**src/rtl/rhd_pkg.sv**
```systemverilog
package rhd_pkg;
  localparam int DEF_KEY_WORDS = 10;
  localparam int DEF_WORD_W    = 32;
  localparam int DEF_IDX_W     = 6;
  localparam int DEF_GRP_W     = 4;
  localparam int DEF_MAX_LEN   = 36;
endpackage

```
**src/rtl/rhd_key_bank.sv**
```systemverilog
module rhd_key_bank #(
  parameter int KEY_WORDS = rhd_pkg::DEF_KEY_WORDS,
  parameter int WORD_W    = rhd_pkg::DEF_WORD_W,
  localparam int KA_W     = $clog2(KEY_WORDS),
  localparam int KEY_BITS = KEY_WORDS * WORD_W
) (
  input  logic                clk,
  input  logic                rst,
  input  logic                we,
  input  logic [KA_W-1:0]     addr,
  input  logic [WORD_W-1:0]   wdata,
  output logic [KEY_BITS-1:0] key_flat
);
  localparam logic [KA_W-1:0] LAST_A = KA_W'(KEY_WORDS - 1);

  logic [WORD_W-1:0] words [KEY_WORDS];

  always_ff @(posedge clk) begin
    if (rst) begin
      for (int w = 0; w < KEY_WORDS; w++) words[w] <= '0;
    end else if (we && addr <= LAST_A) begin
      words[addr] <= wdata;
    end
  end

  // word 0 sits at the top of the flat key so key bit 0 is its MSB
  for (genvar w = 0; w < KEY_WORDS; w++) begin : g_flat
    assign key_flat[KEY_BITS-1-w*WORD_W -: WORD_W] = words[w];
  end

  p_key_ignore_r11: assert property (@(posedge clk) disable iff (rst)
    (we && addr > LAST_A) |=> $stable(key_flat));
endmodule

```
**src/rtl/rhd_hash_step.sv**
```systemverilog
module rhd_hash_step #(
  parameter int WORD_W   = rhd_pkg::DEF_WORD_W,
  localparam int SLICE_W = WORD_W + 8
) (
  input  logic [SLICE_W-1:0] slice,
  input  logic [7:0]         data,
  input  logic [WORD_W-1:0]  acc_in,
  output logic [WORD_W-1:0]  acc_out
);
  logic [WORD_W-1:0] term [8];

  for (genvar b = 0; b < 8; b++) begin : g_bit
    assign term[b] = data[7-b] ? slice[SLICE_W-1-b -: WORD_W] : '0;
  end

  always_comb begin
    acc_out = acc_in;
    for (int b = 0; b < 8; b++) acc_out = acc_out ^ term[b];
  end
endmodule

```
**src/rtl/rhd_ind_table.sv**
```systemverilog
module rhd_ind_table #(
  parameter int IDX_W  = rhd_pkg::DEF_IDX_W,
  parameter int GRP_W  = rhd_pkg::DEF_GRP_W,
  localparam int DEPTH = 1 << IDX_W
) (
  input  logic             clk,
  input  logic             rst,
  input  logic             we,
  input  logic [IDX_W-1:0] waddr,
  input  logic [GRP_W-1:0] wdata,
  input  logic [IDX_W-1:0] raddr,
  output logic [GRP_W-1:0] rdata
);
  logic [GRP_W-1:0] mem [DEPTH];

  always_ff @(posedge clk) begin
    if (we) mem[waddr] <= wdata;
  end

  assign rdata = mem[raddr];

  p_tbl_write_r5: assert property (@(posedge clk) disable iff (rst)
    we |=> mem[$past(waddr)] == $past(wdata));
endmodule

```
**src/rtl/rx_hash_steer.sv**
```systemverilog
module rx_hash_steer #(
  parameter int KEY_WORDS = rhd_pkg::DEF_KEY_WORDS,
  parameter int WORD_W    = rhd_pkg::DEF_WORD_W,
  parameter int IDX_W     = rhd_pkg::DEF_IDX_W,
  parameter int GRP_W     = rhd_pkg::DEF_GRP_W,
  parameter int MAX_LEN   = rhd_pkg::DEF_MAX_LEN,
  localparam int KA_W     = $clog2(KEY_WORDS),
  localparam int KEY_BITS = KEY_WORDS * WORD_W,
  localparam int SLICE_W  = WORD_W + 8,
  localparam int CNT_W    = $clog2(MAX_LEN + 2)
) (
  input  logic              clk,
  input  logic              rst,
  input  logic              key_we,
  input  logic [KA_W-1:0]   key_addr,
  input  logic [WORD_W-1:0] key_wdata,
  input  logic              tbl_we,
  input  logic [IDX_W-1:0]  tbl_addr,
  input  logic [GRP_W-1:0]  tbl_wdata,
  input  logic              in_valid,
  input  logic              in_first,
  input  logic              in_last,
  input  logic [7:0]        in_byte,
  output logic              res_valid,
  output logic              res_err,
  output logic [WORD_W-1:0] res_hash,
  output logic [IDX_W-1:0]  res_index,
  output logic [GRP_W-1:0]  res_group
);
  localparam logic [CNT_W-1:0] MAX_C = CNT_W'(MAX_LEN);

  logic [KEY_BITS-1:0] key_flat;
  logic [CNT_W-1:0]    cnt, pos, pos_c;
  logic                in_pkt, ovf, take, ovf_nxt;
  logic [WORD_W-1:0]   acc, acc_base, acc_nxt;
  logic [SLICE_W-1:0]  slice;
  logic [GRP_W-1:0]    grp_rd;

  rhd_key_bank #(.KEY_WORDS(KEY_WORDS), .WORD_W(WORD_W)) u_keys (
    .clk(clk), .rst(rst), .we(key_we), .addr(key_addr),
    .wdata(key_wdata), .key_flat(key_flat));

  // byte position inside the tuple; positions past the limit clamp to 0
  assign take     = in_valid && (in_first || in_pkt);
  assign pos      = in_first ? '0 : cnt;
  assign pos_c    = (pos < MAX_C) ? pos : '0;
  assign slice    = key_flat[(KEY_BITS-1) - 8*int'(pos_c) -: SLICE_W];
  assign acc_base = in_first ? '0 : acc;
  assign ovf_nxt  = (!in_first && ovf) || (pos >= MAX_C);

  rhd_hash_step #(.WORD_W(WORD_W)) u_step (
    .slice(slice), .data(in_byte), .acc_in(acc_base), .acc_out(acc_nxt));

  rhd_ind_table #(.IDX_W(IDX_W), .GRP_W(GRP_W)) u_tbl (
    .clk(clk), .rst(rst), .we(tbl_we), .waddr(tbl_addr), .wdata(tbl_wdata),
    .raddr(acc_nxt[IDX_W-1:0]), .rdata(grp_rd));

  always_ff @(posedge clk) begin
    if (rst) begin
      in_pkt    <= 1'b0;
      ovf       <= 1'b0;
      cnt       <= '0;
      acc       <= '0;
      res_valid <= 1'b0;
      res_err   <= 1'b0;
      res_hash  <= '0;
      res_index <= '0;
      res_group <= '0;
    end else begin
      res_valid <= 1'b0;
      res_err   <= 1'b0;
      if (take) begin
        if (in_last) begin
          in_pkt <= 1'b0;
          ovf    <= 1'b0;
          cnt    <= '0;
          if (ovf_nxt) begin
            res_err <= 1'b1;
          end else begin
            res_valid <= 1'b1;
            res_hash  <= acc_nxt;
            res_index <= acc_nxt[IDX_W-1:0];
            res_group <= grp_rd;
          end
        end else begin
          in_pkt <= 1'b1;
          acc    <= acc_nxt;
          ovf    <= ovf_nxt;
          cnt    <= (pos < MAX_C) ? pos + CNT_W'(1) : MAX_C;
        end
      end
    end
  end

  p_valid_cause_r6: assert property (@(posedge clk) disable iff (rst)
    res_valid |-> $past(in_valid && in_last));
  p_err_excl_r8: assert property (@(posedge clk) disable iff (rst)
    !(res_valid && res_err));
  p_cnt_bound_r8: assert property (@(posedge clk) disable iff (rst)
    cnt <= MAX_C);
  p_index_low_r4: assert property (@(posedge clk) disable iff (rst)
    res_valid |-> res_index == res_hash[IDX_W-1:0]);
  p_hold_r12: assert property (@(posedge clk) disable iff (rst)
    !res_valid |-> ($stable(res_hash) && $stable(res_group)));
endmodule

```
**config.mk**
```make
export PLATFORM = sky130hd
export DESIGN_NAME = rx_hash_steer
export DESIGN_NICKNAME = d
export VERILOG_FILES = /design/src/rtl/rhd_pkg.sv /design/src/rtl/rhd_key_bank.sv /design/src/rtl/rhd_hash_step.sv /design/src/rtl/rhd_ind_table.sv /design/src/rtl/rx_hash_steer.sv
export SDC_FILE = /design/constraint.sdc
export NUM_CORES = 2
export LEC_CHECK = 0
export ABC_AREA = 1
export CAP_MARGIN = 10
export CORE_ASPECT_RATIO = 0.6
export CORE_MARGIN = 3
export CORE_UTILIZATION = 45
export DETAILED_ROUTE_END_ITERATION = 16
export DONT_BUFFER_PORTS = 1
export PLACE_DENSITY = 0.68
export SETUP_SLACK_MARGIN = 0.15
export SLEW_MARGIN = 5
export SYNTH_ARGS = -nofsm -noshare
export SYNTH_HDL_FRONTEND = slang
export SYNTH_SLANG_ARGS = --single-unit
```
**constraint.sdc**
```tcl
create_clock -name clk -period 14.49 [get_ports clk]
set_input_delay 2.898 -clock clk [delete_from_list [all_inputs] [get_ports clk]]
set_output_delay 2.898 -clock clk [all_outputs]
set_load 0.03 [all_outputs]
```
==> flow_summary.toml <==
[cts]
h-tree-depth = 3
cts_hold_buf = 0
cts_setup_buffers = 0
clock-sinks = 654
cts_tree = "done"
cts_buffers = 68
cts-root-buf = "clkbuf_16"
post_cts_resized = 0
cts.clk_slew.worst_paths_ps = 70
clock_latency_ps = 680
clockBufferDepth = 3

[finish]
multiInputGateArea_um2 = 18200
final_cell_mix = "1423 x nand2_1, 719 x nand3_1, 576 x edfxtp_1"
fin_nets = 4955
areaGrowthSynthToFinish_pct = 6.38
fillers = 8400
utilization = 0.486
fin_area_um2 = 42800
seq_area_um2 = 18900
final_common_cell = "nand2_1"
layout-drive-gt1-share = 0.0522

[power]
power_density_nw_per_um2 = 115
p_total_mw = 4.94
leakagePower_nw = 17.0
vdd_ir_drop_max_mv = 0.0768

[place]
pre_cts_slack_ps = 3860
routabilityCongestion = 0.977
io_buffers = 0
dp_hpwl_mm = 90.1
placed_cell_area_um2 = 40500

[worst_setup_path]
cp_slowest_cell = "nand2_4"
critPathMostFrequentCell = "nand2_1"
crit_buf_inv = 9
cp.arrival_ps = 10860
cp_top_family = "simple AND/OR/NAND/NOR gates"
worst_setup_path_start_kind = "input pin"
worstSetupEndpointType = "flip-flop"
crit_fanout = 69
path_class = "input pin to flip-flop"
critical_path_required_ps = 15070
max_stage_delay_ps = 740

[routing]
via_per_inst = 5.99
drcViolationCount = 0
dr.pass1.iters = 9
wl_mm = 139
first_iter_violations = 6093
vias = 36600
ant_nets = 0
routedWlPerCell_um = 22.8

[synthesis]
synthArstFlopShare = 0
synthDistinctLibCells = 54
seq_area_frac_synth = 0.469
ys.flop_type = "edfxtp_1"
syn_area_um2 = 40300
synth-seq-cells = 654
syn-instance-count = 5114
synth_fp_nets = 5178
yosysWarnings = 0
synth_enable_flop_cells = 576
syn_avg_cell_area_um2 = 7.87

[sta]
setup_tns_ps = 0
slew-limit-headroom = 0.143
hold_viol_final = 0
fin_crit_ps = 10280
fin_crit_sh = 0.710
fmax_ghz = 0.0973
worst_slew_pin_slew_ps = 1280
slew_viol_final = 0
skew_ps = 28.7
setup_viol = 0
rsz0062_at_grt = "false"
fin_ws_ps = 4210

[grt]
grt_overflow = 0
track_usage = 0.294
antenna_found_initial = 3
grt_max_degree = 159
grt_pass1_wl_mm = 209
first_global_vias = 32700

[die]
num_rows = 84
core_area_um2 = 88100
die_x_um = 392
die_h_um = 238
io_pins = 105
floorplan.initialDensity = 0.457
dieArea_um2 = 93200

[outcome]
outcome = "finished clean"

[min_path]
hold_class = "flip-flop to flip-flop"

[job]
max_cap_viol_count = 0
## registers in the layout (all words and copies together) (netlist names)
| name | cells |
|---|---|
| res_valid | 1 |
| cnt | 6 |
| res_err | 1 |
| u_tbl.mem | 256 |
| in_pkt | 1 |
| res_hash | 32 |
| ovf | 1 |
| res_group | 4 |
| acc | 32 |
| u_keys.words | 320 |
## through the flow
step,std cells,hold slack [ps]
floorplan,5114,445
detailed placement,5980,453
CTS,6103,464
finish,6108,463
global route,6107,482
global placement,5980,446
## Yosys cell counts, types with 5 or more instances
cell / number / area share
xor2_1: 159 / 0.035
o2111ai_1: 40 / 0.0087
a221oi_1: 5 / 0.0011
edfxtp_1: 576 / 0.43
a21oi_1: 199 / 0.025
or2_2: 11 / 0.0017
clkbuf_1: 125 / 0.012
xnor2_1: 71 / 0.015
buf_1: 38 / 0.0035
buf_4: 50 / 0.0093
clkinv_1: 6 / 0.00056
nand3b_1: 42 / 0.0078
inv_2: 13 / 0.0012
dfxtp_1: 78 / 0.039
o311ai_0: 5 / 0.0011
nand2_2: 15 / 0.0023
inv_1: 381 / 0.036
o21ai_1: 72 / 0.0090
or2_1: 7 / 0.0011
o21ai_0: 209 / 0.026
nand4_1: 8 / 0.0012
o22ai_1: 15 / 0.0023
o211ai_1: 84 / 0.016
o31ai_1: 7 / 0.0013
o311ai_1: 5 / 0.0011
a31oi_1: 13 / 0.0020
buf_6: 26 / 0.0073
o221ai_1: 15 / 0.0033
buf_2: 121 / 0.015
nand3_1: 723 / 0.090
nor2_1: 477 / 0.044
mux2i_1: 8 / 0.0020
nand2_1: 1431 / 0.13
o31ai_2: 9 / 0.0028
nor3_1: 23 / 0.0029
o21a_1: 8 / 0.0015
## tightest hold or removal path: stages, from the launching register on
cell and delay [ps]:
dfxtp_1 310, nand2_1 60, a21oi_1 50
## where the power goes
part / switching, mW / internal, mW / total, mW
Sequential: 0.0569 / 2.12 / 2.18
Combinational: 0.641 / 0.268 / 0.909
Clock: 0.812 / 1.04 / 1.85
Total: 1.51 / 3.43 / 4.94
## path summary, 6_finish.rpt
path / slack [ps] / cells past startpoint / end / start
setup / recovery: 4210 / 33 / res_group[3] / in_first
hold / removal: 460 / 2 / in_pkt / in_pkt
hold reg to reg: 460 / 2 / in_pkt / in_pkt
setup reg to reg: 6860 / 32 / res_group[3] / cnt[3]
## routing by layer
layer / vias up / routed length [um] / global-route usage
met5: - / 117 / 0.00808
met4: 4 / 3140 / 0.0642
met3: 247 / 22500 / 0.115
met2: 2592 / 53100 / 0.379
met1: 17000 / 60600 / 0.453
li1: 16700 / - / -
## layout make-up
cell class                      instances  area share
Sequential cell                       654       0.440
Clock inverter                         39      0.0110
Multi-Input combinational cell       3700       0.424
Inverter                              400      0.0353
Clock buffer                           84      0.0421
Tap cell                             1161      0.0339
Antenna cell                            3    0.000175
Timing Repair Buffer                   67      0.0132
## cells by family after synthesis
| logic type | Yosys count | synth area share |
|---|---|---|
| mux | 8 | 0.00199 |
| xor+xnor | 231 | 0.0505 |
| compound gates | 712 | 0.107 |
| fa+ha+maj | 3 | 0.000933 |
| buf+inv | 760 | 0.0841 |
| simple gates | 2746 | 0.287 |
| flops | 654 | 0.469 |
Note: power is estimated with default switching activity, not from simulation.
